File: config.mk
export PLATFORM = sky130hd
export DESIGN_NAME = bsm_host_seq
export DESIGN_NICKNAME = d
export VERILOG_FILES = /design/src/rtl/bsm_pkg.sv /design/src/rtl/bsm_cycle_engine.sv /design/src/rtl/bsm_rx_shift.sv /design/src/rtl/bsm_seq_ctrl.sv /design/src/rtl/bsm_host_seq.sv
export SDC_FILE = /design/constraint.sdc
export NUM_CORES = 1
export LEC_CHECK = 0
export ABC_AREA = 1
export BUFFER_PORTS_ARGS = -buffer_cell sky130_fd_sc_hd__buf_2
export CAP_MARGIN = 20
export CORE_MARGIN = 4
export CORE_UTILIZATION = 60
export CTS_CLUSTER_DIAMETER = 100
export CTS_CLUSTER_SIZE = 14
export DETAILED_ROUTE_END_ITERATION = 16
export GPL_TIMING_DRIVEN = 0
export PLACE_DENSITY = 0.87
export SLEW_MARGIN = 20
export SYNTH_ARGS = -nofsm -noshare
export SYNTH_HDL_FRONTEND = slang
export SYNTH_HIERARCHICAL = 1
export SYNTH_SLANG_ARGS = --single-unit
export TNS_END_PERCENT = 30
File: constraint.sdc
create_clock -name clk -period 4.3 [get_ports clk]
set_input_delay 0.86 -clock clk [delete_from_list [all_inputs] [get_ports clk]]
set_output_delay 0.86 -clock clk [all_outputs]
set_load 0.05 [all_outputs]
File: src/rtl/bsm_pkg.sv
package bsm_pkg;

  typedef enum logic [2:0] {
    SQ_IDLE,
    SQ_OPEN,
    SQ_ADDR,
    SQ_DATA,
    SQ_CLOSE,
    SQ_DRAIN
  } sq_state_e;

  typedef enum logic [1:0] {
    CY_IDLE,
    CY_PULSE,
    CY_GAP
  } cy_state_e;

  // bus cycle positions inside the three-cycle reset pattern
  localparam int unsigned RST_PAT_LEN = 3;
  localparam int unsigned RST_PAT_WR  = 1;

endpackage

File: src/rtl/bsm_cycle_engine.sv
module bsm_cycle_engine
  import bsm_pkg::*;
#(
  parameter int unsigned PULSE_W = 3,
  parameter int unsigned GAP_W   = 2
) (
  input  logic clk,
  input  logic rst,
  input  logic req,
  input  logic req_wr,
  input  logic req_bit,
  input  logic req_cap,
  output logic idle,
  output logic ce_n,
  output logic oe_n,
  output logic we_n,
  output logic dq_o,
  output logic dq_oe,
  input  logic dq_i,
  output logic bit_valid,
  output logic bit_val
);

  localparam int unsigned CNT_MAX = (PULSE_W > GAP_W) ? PULSE_W : GAP_W;
  localparam int unsigned CNT_W   = $clog2(CNT_MAX + 1);
  localparam logic [CNT_W-1:0] PULSE_LAST = CNT_W'(PULSE_W - 1);
  localparam logic [CNT_W-1:0] SAMPLE_AT  = CNT_W'(PULSE_W - 2);
  localparam logic [CNT_W-1:0] GAP_LAST   = CNT_W'(GAP_W - 1);

  cy_state_e        st;
  logic [CNT_W-1:0] cnt;
  logic             cap_q;

  assign idle = (st == CY_IDLE);

  always_ff @(posedge clk) begin
    if (rst) begin
      st        <= CY_IDLE;
      cnt       <= '0;
      ce_n      <= 1'b1;
      oe_n      <= 1'b1;
      we_n      <= 1'b1;
      dq_o      <= 1'b0;
      dq_oe     <= 1'b0;
      cap_q     <= 1'b0;
      bit_valid <= 1'b0;
      bit_val   <= 1'b0;
    end else begin
      bit_valid <= 1'b0;
      unique case (st)
        CY_IDLE: begin
          if (req) begin
            st    <= CY_PULSE;
            cnt   <= '0;
            ce_n  <= 1'b0;
            we_n  <= ~req_wr;
            oe_n  <= req_wr;
            dq_oe <= req_wr;
            dq_o  <= req_wr & req_bit;
            cap_q <= req_cap & ~req_wr;
          end
        end
        CY_PULSE: begin
          if (cap_q && cnt == SAMPLE_AT) begin
            bit_valid <= 1'b1;
            bit_val   <= dq_i;
          end
          if (cnt == PULSE_LAST) begin
            ce_n <= 1'b1;
            oe_n <= 1'b1;
            we_n <= 1'b1;
            st   <= CY_GAP;
            cnt  <= '0;
          end else begin
            cnt <= cnt + 1'b1;
          end
        end
        CY_GAP: begin
          dq_oe <= 1'b0;
          dq_o  <= 1'b0;
          if (cnt == GAP_LAST) begin
            st  <= CY_IDLE;
            cnt <= '0;
          end else begin
            cnt <= cnt + 1'b1;
          end
        end
        default: st <= CY_IDLE;
      endcase
    end
  end

endmodule

File: src/rtl/bsm_rx_shift.sv
module bsm_rx_shift #(
  parameter int unsigned BYTE_W = 8
) (
  input  logic              clk,
  input  logic              rst,
  input  logic              bit_valid,
  input  logic              bit_val,
  output logic              rx_idle,
  output logic [BYTE_W-1:0] rd_data,
  output logic              rd_valid,
  input  logic              rd_ready
);

  localparam int unsigned BC_W = $clog2(BYTE_W);
  localparam logic [BC_W-1:0] BC_LAST = BC_W'(BYTE_W - 1);

  logic [BYTE_W-1:0] sh;
  logic [BC_W-1:0]   bc;

  assign rx_idle = (bc == '0) && !rd_valid;

  always_ff @(posedge clk) begin
    if (rst) begin
      sh       <= '0;
      bc       <= '0;
      rd_data  <= '0;
      rd_valid <= 1'b0;
    end else begin
      if (rd_valid && rd_ready) rd_valid <= 1'b0;
      if (bit_valid) begin
        sh <= {sh[BYTE_W-2:0], bit_val};
        if (bc == BC_LAST) begin
          bc       <= '0;
          rd_data  <= {sh[BYTE_W-2:0], bit_val};
          rd_valid <= 1'b1;
        end else begin
          bc <= bc + 1'b1;
        end
      end
    end
  end

endmodule

File: src/rtl/bsm_seq_ctrl.sv
module bsm_seq_ctrl
  import bsm_pkg::*;
#(
  parameter int unsigned CMD_AW   = 9,
  parameter int unsigned SHIFT_AW = 16,
  parameter int unsigned LEN_W    = 4,
  parameter int unsigned BYTE_W   = 8
) (
  input  logic             clk,
  input  logic             rst,
  input  logic             cmd_valid,
  input  logic [CMD_AW-1:0] cmd_addr,
  input  logic [LEN_W-1:0] cmd_len,
  output logic             busy,
  input  logic             eng_idle,
  input  logic             rx_idle,
  output logic             req,
  output logic             req_wr,
  output logic             req_bit,
  output logic             req_cap
);

  localparam int unsigned STEP_MAX = (SHIFT_AW > BYTE_W) ? SHIFT_AW : BYTE_W;
  localparam int unsigned STEP_W   = $clog2(STEP_MAX);
  localparam logic [STEP_W-1:0] ADDR_LAST = STEP_W'(SHIFT_AW - 1);
  localparam logic [STEP_W-1:0] BIT_LAST  = STEP_W'(BYTE_W - 1);
  localparam logic [STEP_W-1:0] PAT_LAST  = STEP_W'(RST_PAT_LEN - 1);
  localparam logic [STEP_W-1:0] PAT_WR    = STEP_W'(RST_PAT_WR);

  sq_state_e           st;
  logic [STEP_W-1:0]   step;
  logic [LEN_W-1:0]    left;
  logic [SHIFT_AW-1:0] addr_sh;
  logic                fire;

  assign busy = (st != SQ_IDLE);

  always_comb begin
    req     = 1'b0;
    req_wr  = 1'b0;
    req_bit = 1'b0;
    req_cap = 1'b0;
    unique case (st)
      SQ_OPEN, SQ_CLOSE: begin
        req    = 1'b1;
        req_wr = (step == PAT_WR);
      end
      SQ_ADDR: begin
        req     = 1'b1;
        req_wr  = 1'b1;
        req_bit = addr_sh[SHIFT_AW-1];
      end
      SQ_DATA: begin
        req     = (step != '0) || rx_idle;
        req_cap = 1'b1;
      end
      default: ;
    endcase
  end

  assign fire = req && eng_idle;

  always_ff @(posedge clk) begin
    if (rst) begin
      st      <= SQ_IDLE;
      step    <= '0;
      left    <= '0;
      addr_sh <= '0;
    end else begin
      unique case (st)
        SQ_IDLE: begin
          if (cmd_valid) begin
            addr_sh <= {{(SHIFT_AW-CMD_AW){1'b0}}, cmd_addr};
            left    <= cmd_len;
            step    <= '0;
            st      <= SQ_OPEN;
          end
        end
        SQ_OPEN: if (fire) begin
          if (step == PAT_LAST) begin
            step <= '0;
            st   <= SQ_ADDR;
          end else step <= step + 1'b1;
        end
        SQ_ADDR: if (fire) begin
          addr_sh <= {addr_sh[SHIFT_AW-2:0], 1'b0};
          if (step == ADDR_LAST) begin
            step <= '0;
            st   <= SQ_DATA;
          end else step <= step + 1'b1;
        end
        SQ_DATA: if (fire) begin
          if (step == BIT_LAST) begin
            step <= '0;
            if (left == '0) st <= SQ_CLOSE;
            else left <= left - 1'b1;
          end else step <= step + 1'b1;
        end
        SQ_CLOSE: if (fire) begin
          if (step == PAT_LAST) begin
            step <= '0;
            st   <= SQ_DRAIN;
          end else step <= step + 1'b1;
        end
        SQ_DRAIN: if (eng_idle) st <= SQ_IDLE;
        default: st <= SQ_IDLE;
      endcase
    end
  end

endmodule

File: src/rtl/bsm_host_seq.sv
module bsm_host_seq #(
  parameter int unsigned CMD_AW   = 9,
  parameter int unsigned SHIFT_AW = 16,
  parameter int unsigned LEN_W    = 4,
  parameter int unsigned BYTE_W   = 8,
  parameter int unsigned PULSE_W  = 2,
  parameter int unsigned GAP_W    = 2
) (
  input  logic              clk,
  input  logic              rst,
  input  logic              cmd_valid,
  input  logic [CMD_AW-1:0] cmd_addr,
  input  logic [LEN_W-1:0]  cmd_len,
  output logic              busy,
  output logic [BYTE_W-1:0] rd_data,
  output logic              rd_valid,
  input  logic              rd_ready,
  output logic              mem_ce_n,
  output logic              mem_oe_n,
  output logic              mem_we_n,
  output logic              mem_dq_o,
  output logic              mem_dq_oe,
  input  logic              mem_dq_i
);

  logic eng_idle, rx_idle;
  logic req, req_wr, req_bit, req_cap;
  logic bit_valid, bit_val;

  bsm_seq_ctrl #(
    .CMD_AW(CMD_AW), .SHIFT_AW(SHIFT_AW), .LEN_W(LEN_W), .BYTE_W(BYTE_W)
  ) seq_i (
    .clk(clk), .rst(rst),
    .cmd_valid(cmd_valid), .cmd_addr(cmd_addr), .cmd_len(cmd_len),
    .busy(busy), .eng_idle(eng_idle), .rx_idle(rx_idle),
    .req(req), .req_wr(req_wr), .req_bit(req_bit), .req_cap(req_cap)
  );

  bsm_cycle_engine #(
    .PULSE_W(PULSE_W), .GAP_W(GAP_W)
  ) eng_i (
    .clk(clk), .rst(rst),
    .req(req), .req_wr(req_wr), .req_bit(req_bit), .req_cap(req_cap),
    .idle(eng_idle),
    .ce_n(mem_ce_n), .oe_n(mem_oe_n), .we_n(mem_we_n),
    .dq_o(mem_dq_o), .dq_oe(mem_dq_oe), .dq_i(mem_dq_i),
    .bit_valid(bit_valid), .bit_val(bit_val)
  );

  bsm_rx_shift #(
    .BYTE_W(BYTE_W)
  ) rx_i (
    .clk(clk), .rst(rst),
    .bit_valid(bit_valid), .bit_val(bit_val),
    .rx_idle(rx_idle),
    .rd_data(rd_data), .rd_valid(rd_valid), .rd_ready(rd_ready)
  );

endmodule

==> results.cfg, run 1 <==
[setup_path]
cp.required_ns = 3.44
worst_r2r_endpoint = seq_i/addr_sh[6]
path_class = flop to output port
crit_arrival_ns = 1.33
path_max_fanout = 5
r2r_slack_ns = 2.43
worstRegToRegCells = 8
regToRegStartpoint = eng_i/st[0]
critical_path.endpoint_type = output port
nature_of_the_critical_path_startpoint = flop

[clock_network]
htree_num_levels = 3
post_cts_hold_buffer_count = 0
post_cts_resized = 0
ctsRootBufferMaster = sky130_fd_sc_hd__clkbuf_8
clock_sink_count = 58
tritoncts_clock_tree = done
clk_path_buf_depth = 2
postCtsSetupBuffers = 0
cts_made_buffers = 9
clock_insertion_delay_worst_skew_ns = 0.34
clk_pin_slew_worst_paths_ns = 0.07

[detailed_routing]
drtPass1Iterations = 4
detail_route.wirelength_um = 6130
vias_per_cell = 5.14
top_layer = met4
vias = 2722
dr_drc_count = 0
met3RoutedLength_um = 294
drt.antenna.violating_nets = 0
met1Wirelength_um = 2820
wl_per_cell_um = 11.6
drtIter0Drc = 153
route.met2.wl_um = 2890

[timing]
timing.max_slew.rel_slack_pct = 59.6
tns_ns = 0
tightest_slew_ns = 0.607
final_slew_viol_count = 0
rsz0062_at_grt = no
hold-worst-slack_ns = 0.449
maximum_clock_rate_ghz = 0.457
finalSetupViolCount = 0
period_minus_slack_ns = 2.19
final_min_period_over_clock_period_pct = 50.9
clock-skew-final_ns = 0.0118
report.final.hold_viol_count = 0

[floorplan]
initial_core_util_pct = 63.4
floorplan.die.width_um = 79.3
io-pin-count = 33
floorplan.core_area_um2 = 4820
die_area_um2 = 6300
chip_height_um = 79.3
std_cell_rows = 25

[global_routing]
grt_pass1_wl_um = 10900
pin_count_of_the_biggest_net_entering_global_routing = 15
overflow = 0
antenna_found_initial = 0
grt_util_all_layers_pct = 22.0
grt_pass1_vias = 2473

[synth]
dominantRegCellSynth = sky130_fd_sc_hd__dfxtp_1
ys_types = 31
synth_edf_count = 0
seq_area_frac_synth_pct = 38.0
post_syn_area_um2 = 3050
post_synth_inst_count = 415
yosysWarnings = 6
synth.ff_latch_count = 58
syn-num-nets = 447
synth_async_sr_flop_share_pct = 0
postSynthAreaPerCell_um2 = 7.36

[power]
ir_worst_vdd_v = 0.000357
power_density_nw_per_um2 = 669
power_leakage_nw = 1.66
design_power_total_w = 0.00234

[worst_hold_path]
hold_start = eng_i/ce_n
min_path_type = flop to flop
worst_hold_path.num_cells = 2
hold_path_end = eng_i/ce_n

[run]
timing.max_cap.violations = 0

[placed_design]
gp_congestion = 0.871
io_buffer_count = 32
post-dp-hpwl_um = 4420
postPlaceCellArea_um2 = 3300

[layout]
drive_above_1_share_pct = 20.7
areaGrowthSynthToFinish_pct = 14.4
fin_area_um2 = 3490
nets = 490
insertedDiodeCount = 0

[run_status]
result_of_the_run = finished, final reports clean
-- critical path: stages (launching register included) --
cell and delay (ns):
sky130_fd_sc_hd__dfxtp_1 0.46, sky130_fd_sc_hd__nor2_2 0.11, sky130_fd_sc_hd__nand2_4 0.14, sky130_fd_sc_hd__buf_2 0.28
-- state kept, by name, indices dropped and copies added, names as in the netlist, 2 cells and up --
signal         count
eng_i/cnt          2
eng_i/st           2
rx_i/bc            3
rx_i/rd_data       8
rx_i/sh            7
seq_i/addr_sh     16
seq_i/left         4
seq_i/st           3
seq_i/step         4
-- per-layer routing --
layer  track usage, %  up-vias
li1                 -     1421
met1             27.5     1219
met2             36.0       69
met3             4.08       13
met4             11.0        0
met5                0        -
-- logic make-up after synthesis --
logic type | Yosys count | synth area share (%)
xor gates and xnor gates | 1 | 0.287
adders and majority gates | 14 | 5.74
DFF | 58 | 38.0
buffers and inverters | 61 | 9.22
AOI/OAI and AO/OA | 71 | 14.0
and+or+nand+nor | 210 | 32.7
-- power breakdown --
part	total, W	internal [W]	switching, W
combinational	0.00111	0.000383	0.000725
sequential	0.000734	0.000661	0.0000728
clock	0.000498	0.000281	0.000216
total	0.00234	0.00132	0.00101
-- synth_stat cells (all sizes together), types with 3 or more instances --
cell    count  area, um^2
a211oi      9         103
a21oi      37         196
dfxtp      58        1160
nand4       3        18.8
inv        50         193
ha         14         175
buf         9        81.3
nor2       68         310
nand3      34         180
nand2      96         438
o21ai      24         120
nor3        5        25.0
-- cells in the final DEF (no fill, tap or decap), drive strengths merged, types with 4 or more instances in the layout --
| cell | count |
|---|---|
| buf | 41 |
| clkbuf | 13 |
| a211oi | 9 |
| ha | 14 |
| nor2 | 68 |
| nand2 | 96 |
| o21ai | 24 |
| nor3 | 5 |
| clkinv | 4 |
| inv | 50 |
| a21oi | 37 |
| dfxtp | 58 |
| nand3 | 34 |
-- layout make-up --
| cell class | count | area (um^2) |
|---|---|---|
| buffer | 11 | 88.8 |
| clock buffer | 11 | 141 |
| clock inverter | 5 | 53.8 |
| fill | 411 | 1320 |
| inverter | 50 | 193 |
| multi-input combinational | 296 | 1610 |
| sequential | 58 | 1160 |
| tap | 67 | 83.8 |
| timing repair buffer | 32 | 160 |
-- how the worst max path moves through the flow --
stage	from	endpoint	slack, ns	cells past startpoint
after global routing	seq_i/st[1]	busy	2.05	3
after CTS	seq_i/st[0]	busy	2.10	4
after global placement	rst	seq_i/addr_sh[10]	2.38	3
final	seq_i/st[1]	busy	2.11	3
after floorplan	eng_i/st[0]	seq_i/addr_sh[0]	2.67	8
after detailed placement	rst	seq_i/addr_sh[12]	2.36	3
-- per-stage QoR --
stage	std cells	setup WS (ns)	util [%]
2_1_floorplan	415	2.67	-
3_3_place_gp	514	2.38	68.5
5_1_grt	530	2.05	72.5
3_5_place_dp	514	2.36	68.5
6_report	530	2.11	72.5
4_1_cts	530	2.10	72.5
(Power assumes the default switching activity.)
==> run 2, diff against run 1 <==
--- a/config.mk
+++ b/config.mk
@@ -9,12 +9,12 @@
 export BUFFER_PORTS_ARGS = -buffer_cell sky130_fd_sc_hd__buf_2
 export CAP_MARGIN = 20
 export CORE_MARGIN = 4
-export CORE_UTILIZATION = 60
+export CORE_UTILIZATION = 53
 export CTS_CLUSTER_DIAMETER = 100
 export CTS_CLUSTER_SIZE = 14
 export DETAILED_ROUTE_END_ITERATION = 16
 export GPL_TIMING_DRIVEN = 0
-export PLACE_DENSITY = 0.87
+export PLACE_DENSITY = 0.82
 export SLEW_MARGIN = 20
 export SYNTH_ARGS = -nofsm -noshare
 export SYNTH_HDL_FRONTEND = slang
==> constraint.sdc (replaced) <==
create_clock -name clk -period 2 [get_ports clk]
set_input_delay 0.4 -clock clk [delete_from_list [all_inputs] [get_ports clk]]
set_output_delay 0.4 -clock clk [all_outputs]
set_load 0.05 [all_outputs]
==> run 2 against run 1 <==
Effect of this change: first-iteration DRC count decreased by 37%; worst setup slack got worse by 1.9 ns; global-route usage decreased by 2.3 points; sequential share of layout area decreased by 0.63 points; clock power increased to 2.8 times the previous value; flip-flop and latch count unchanged; hold slack got worse by 0.12 ns; critical endpoint is now seq_i/addr_sh[10]; design area increased by 1.9%; clock skew decreased by 0.0049 ns; register-to-register slack got worse by 2.2 ns; clock-buffer cell count decreased by 2.
==> results.cfg, run 2 (same netlist as run 1, synthesis figures left out) <==
[power]
ir_worst_vdd_v = 0.000849
cellInternalPower_w = 0.00319
power.share.clock_pct = 26.0
power_density_nw_per_um2 = 1520
power_leakage_nw = 1.68
power.net_switching_w = 0.00222
power_switching_share_pct = 41.0
share_comb_of_total_power_pct = 44.8
seq_pwr_share_pct = 29.2

[setup_path]
critical_path.cell_chain = inv_1, ha_2, nand4_1, nand2_2, nand2_4, buf_6, a21oi_1, nor3_1
path_class = flop to flop
regToRegStartpoint = eng_i/st[1]
worst_r2r_endpoint = seq_i/addr_sh[10]
r2r_slack_ns = 0.20
max_stage_delay_ns = 0.36
crit_slowest_cell = sky130_fd_sc_hd__ha_2
cp.required_ns = 2.19
critical_path.endpoint_type = flop
path_max_fanout = 10
timing.critical_path.buf_inv = 2
crit_arrival_ns = 1.99
worstRegToRegCells = 8
cp_top_family = simple AND/OR/NAND/NOR gates
nature_of_the_critical_path_startpoint = flop

[floorplan]
chip_height_um = 83.9
die_area_um2 = 7040
io-pin-count = 33
floorplan.die.width_um = 83.9
initial_core_util_pct = 55.1
std_cell_rows = 27
floorplan.core_area_um2 = 5540

[global_routing]
grt_pass1_wl_um = 11300
overflow = 0
grt_pass1_vias = 2659
globalRouteMet2Util_pct = 32.5
grt_busiest_layer = met2
pin_count_of_the_biggest_net_entering_global_routing = 15
antenna_found_initial = 0
gr-usage-met3_pct = 6.42
grt_util_all_layers_pct = 19.6
global_route.usage.met1_pct = 23.2

[layout]
largest_reg_flops = 16
final_core_utilization_pct = 64.3
areaGrowthSynthToFinish_pct = 16.6
insertedDiodeCount = 0
reg.largest.list = seq_i/addr_sh: 16 flops, rx_i/rd_data: 8 flops, rx_i/sh: 7 flops
top_register = seq_i/addr_sh
drive_above_1_share_pct = 21.0
layout.filler_cells = 485
nets = 490
layout.cells.most_common = sky130_fd_sc_hd__nand2_1
final_cell_mix = 81 x sky130_fd_sc_hd__nand2_1, 61 x sky130_fd_sc_hd__nor2_1, 58 x sky130_fd_sc_hd__dfxtp_1

[timing]
tns_ns = 0
timing.max_slew.rel_slack_pct = 57.1
clock-skew-final_ns = 0.00684
maximum_clock_rate_ghz = 0.557
tightest_slew_ns = 0.643
finalSetupViolCount = 0
report.final.hold_viol_count = 0
final_slew_viol_count = 0
final_min_period_over_clock_period_pct = 89.8
rsz0062_at_grt = no
period_minus_slack_ns = 1.80

[clock_network]
htree_num_levels = 3
ctsRootBufferMaster = sky130_fd_sc_hd__clkbuf_8
clk_pin_slew_worst_paths_ns = 0.07
postCtsSetupBuffers = 0
clk_path_buf_depth = 2
clock_insertion_delay_worst_skew_ns = 0.33
cts_made_buffers = 9
post_cts_hold_buffer_count = 0
tritoncts_clock_tree = done
clock_sink_count = 58

[detailed_routing]
vias = 2744
wl_per_cell_um = 12.1
drt.antenna.violating_nets = 0
vias_per_cell = 5.14
detail_route.wirelength_um = 6470
dr_drc_count = 0
drtPass1Iterations = 4
drtIter0Drc = 96

[placed_design]
post-dp-hpwl_um = 4480
io_buffer_count = 32
gp_congestion = 0.870

[worst_hold_path]
worst_hold_path.num_cells = 4
hold_path_end = rx_i/rd_valid
min_path_type = input pin to flop
hold_start = rd_ready

[run_status]
result_of_the_run = finished, final reports clean

[run]
timing.max_cap.violations = 0
## run 2: cell types whose count changed in the layout (fill, tap and decap cells not counted)
cell,change
sky130_fd_sc_hd__clkbuf_8,-1
sky130_fd_sc_hd__clkinv_4,-1
sky130_fd_sc_hd__clkbuf_1,-1
sky130_fd_sc_hd__ha_2,+1
sky130_fd_sc_hd__ha_1,-1
sky130_fd_sc_hd__bufinv_16,+3
sky130_fd_sc_hd__clkinv_2,-1
## run 2: worst min-delay path, cell delays in order
cell                      delay, ns
sky130_fd_sc_hd__buf_2         0.07
sky130_fd_sc_hd__inv_1         0.03
sky130_fd_sc_hd__nand2_1       0.04
sky130_fd_sc_hd__a21oi_1       0.06
## run 2: timing repair
item | in CTS | in global routing
endpoints found under the hold margin | 0 | 0
gates resized for setup | 0 | 1
endpoints found under the setup margin | 0 | 12
## run 2: layer usage
metal | routed length, um | vias to the layer above
met1 | 3030 | 1255
met3 | 286 | 9
met2 | 3080 | 60
met4 | 72 | 0
li1 | - | 1420
met5 | 0 | -
## run 2: final cells by class
| class | instances | area (um^2) | share of cell area [%] |
|---|---|---|---|
| sequential | 58 | 1160 | 32.6 |
| tap | 72 | 90.1 | 2.53 |
| multi-input combinational | 296 | 1610 | 45.3 |
| inverter | 50 | 193 | 5.41 |
| buffer | 11 | 88.8 | 2.49 |
| clock inverter | 6 | 130 | 3.65 |
| clock buffer | 9 | 124 | 3.48 |
| timing repair buffer | 32 | 160 | 4.50 |
## run 2: worst max-delay path by stage
stage,from,to,cells past startpoint
finish,eng_i/st[1],seq_i/addr_sh[10],8
global route,rx_i/bc[0],eng_i/cnt[0],11
CTS,eng_i/st[1],seq_i/addr_sh[10],8
detailed placement,eng_i/st[0],seq_i/addr_sh[0],8
global placement,eng_i/st[0],seq_i/addr_sh[0],8
floorplan,eng_i/st[0],seq_i/addr_sh[0],8
## run 2: power by group through the flow
| stage | logic (W) | clock network, W | registers, W |
|---|---|---|---|
| floorplan | 0.00187 | 0 | 0.00167 |
| global placement | 0.00230 | 0 | 0.00159 |
| detailed placement | 0.00237 | 0 | 0.00160 |
| CTS | 0.00242 | 0.00143 | 0.00158 |
| global route | 0.00270 | 0.00148 | 0.00162 |
| finish | 0.00242 | 0.00140 | 0.00158 |
## run 2: stage by stage
step / total power, W / setup slack [ns] / hold WS, ns / cell area (um^2) / instances
after floorplan: 0.00353 / 0.374 / 0.430 / 3050 / 415
after global placement: 0.00388 / 0.152 / 0.435 / 3300 / 519
after detailed placement: 0.00397 / 0.126 / 0.442 / 3300 / 519
after CTS: 0.00542 / 0.0901 / 0.306 / 3560 / 534
after global routing: 0.00580 / 0.0663 / 0.317 / 3560 / 534
final: 0.00541 / 0.205 / 0.325 / 3560 / 534
==> run 3, diff against run 2 <==
--- a/config.mk
+++ b/config.mk
@@ -15,6 +15,7 @@
 export DETAILED_ROUTE_END_ITERATION = 16
 export GPL_TIMING_DRIVEN = 0
 export PLACE_DENSITY = 0.82
+export RECOVER_POWER = 25
 export SLEW_MARGIN = 20
 export SYNTH_ARGS = -nofsm -noshare
 export SYNTH_HDL_FRONTEND = slang
==> run 3 against run 2 <==
Effect of this change: combinational power about the same; die area unchanged; routed wire length decreased by 0.12%; maximum frequency decreased by 0.18%; total power about the same; global-route usage unchanged; clock-buffer cell count unchanged; register-to-register slack about the same; clock power about the same; largest power group unchanged.
==> results.cfg, run 3 (same netlist as run 1, synthesis figures left out) <==
[run_status]
result_of_the_run = finished, final reports clean

[global_routing]
antenna_found_initial = 0
grt_pass1_wl_um = 11300
grt_util_all_layers_pct = 19.6
overflow = 0
pin_count_of_the_biggest_net_entering_global_routing = 15
grt_pass1_vias = 2659

[layout]
largest_reg_flops = 16
nets = 490
drive_above_1_share_pct = 20.3
insertedDiodeCount = 0
reg.largest.list = seq_i/addr_sh: 16 flops, rx_i/rd_data: 8 flops, rx_i/sh: 7 flops
areaGrowthSynthToFinish_pct = 16.5
final_cell_mix = 82 x sky130_fd_sc_hd__nand2_1, 61 x sky130_fd_sc_hd__nor2_1, 58 x sky130_fd_sc_hd__dfxtp_1
top_register = seq_i/addr_sh
layout.cells.most_common = sky130_fd_sc_hd__nand2_1

[detailed_routing]
detail_route.wirelength_um = 6470
drtIter0Drc = 94
wl_per_cell_um = 12.1
drtPass1Iterations = 4
vias_per_cell = 5.14
dr_drc_count = 0
drt.antenna.violating_nets = 0
vias = 2745

[timing]
tns_ns = 0
tightest_slew_ns = 0.643
period_minus_slack_ns = 1.80
final_min_period_over_clock_period_pct = 89.9
report.final.hold_viol_count = 0
clock-skew-final_ns = 0.00684
final_slew_viol_count = 0
rsz0062_at_grt = no
hold-worst-slack_ns = 0.324
maximum_clock_rate_ghz = 0.556
finalSetupViolCount = 0
timing.max_slew.rel_slack_pct = 57.1

[setup_path]
timing.critical_path.buf_inv = 2
cp.required_ns = 2.19
path_class = flop to flop
cp_top_family = simple AND/OR/NAND/NOR gates
critical_path.endpoint_type = flop
nature_of_the_critical_path_startpoint = flop
crit_slowest_cell = sky130_fd_sc_hd__ha_2
critical_path.cell_chain = inv_1, ha_2, nand4_1, nand2_2, nand2_4, buf_6, a21oi_1, nor3_1
max_stage_delay_ns = 0.36
crit_arrival_ns = 1.99
path_max_fanout = 10

[clock_network]
clk_pin_slew_worst_paths_ns = 0.07
clock_sink_count = 58
cts_made_buffers = 9
tritoncts_clock_tree = done
postCtsSetupBuffers = 0
ctsRootBufferMaster = sky130_fd_sc_hd__clkbuf_8
clock_insertion_delay_worst_skew_ns = 0.33
htree_num_levels = 3
clk_path_buf_depth = 2

[placed_design]
gp_congestion = 0.870
post-dp-hpwl_um = 4480
io_buffer_count = 32

[floorplan]
die_area_um2 = 7040
floorplan.die.width_um = 83.9
std_cell_rows = 27
initial_core_util_pct = 55.1
chip_height_um = 83.9
io-pin-count = 33
floorplan.core_area_um2 = 5540

[power]
ir_worst_vdd_v = 0.000848
power_density_nw_per_um2 = 1520
power_leakage_nw = 1.68

[worst_hold_path]
min_path_type = input pin to flop

[run]
timing.max_cap.violations = 0
[run 3: cell types whose count changed in the layout (fill, tap and decap cells not counted), sizes merged]
cell	previous run	this run
buf	41	40
clkbuf	11	12
[run 3: tightest hold or removal path, cell delays in order]
cell                      delay [ns]
sky130_fd_sc_hd__buf_2          0.07
sky130_fd_sc_hd__inv_1          0.03
sky130_fd_sc_hd__nand2_1        0.04
sky130_fd_sc_hd__a21oi_1        0.06
[run 3: final cells by class]
cell class | instances | area, um^2
repair buffers | 32 | 160
plain buffers | 11 | 87.6
inverters | 50 | 193
clock buffers | 9 | 124
multi-input cells | 296 | 1610
clock inverters | 6 | 130
flip-flops and latches | 58 | 1160
well taps | 72 | 90.1
fillers | 487 | 1980
[run 3: what timing repair did]
item                                    4_1_cts  5_1_grt
endpoints found under the setup margin        0       12
resized for setup                             0        1
hold buffers                                  0        0
[run 3: metrics by stage]
step | cells | worst slack [ns] | area (um^2) | power, W | util [%]
global route | 534 | 0.0663 | 3560 | 0.00580 | 64.2
global placement | 519 | 0.152 | 3300 | 0.00388 | 59.6
floorplan | 415 | 0.374 | 3050 | 0.00353 | -
detailed placement | 519 | 0.126 | 3300 | 0.00397 | 59.6
finish | 534 | 0.201 | 3560 | 0.00541 | 64.2
CTS | 534 | 0.0901 | 3560 | 0.00542 | 64.2
[run 3: worst paths after layout]
check              start                end  slack, ns  cells past startpoint
max reg2reg  eng_i/st[1]  seq_i/addr_sh[10]       0.20                      8
min             rd_ready      rx_i/rd_valid       0.32                      4
max          eng_i/st[1]  seq_i/addr_sh[10]       0.20                      8
min reg2reg   eng_i/we_n         eng_i/we_n       0.45                      2
[run 3: where the power goes]
part	switching (W)	internal (W)	leakage, nW
Clock	0.000462	0.000942	0.129
Combinational	0.00160	0.000826	1.08
Sequential	0.000160	0.00142	0.474
[run 3: routing by layer]
layer	GRT usage, %	part of all wire [%]	vias up
li1	-	-	1422
met1	23.2	47	1251
met2	32.5	48	62
met3	6.42	4.6	10
met4	8.19	1.2	0
met5	0	0	-
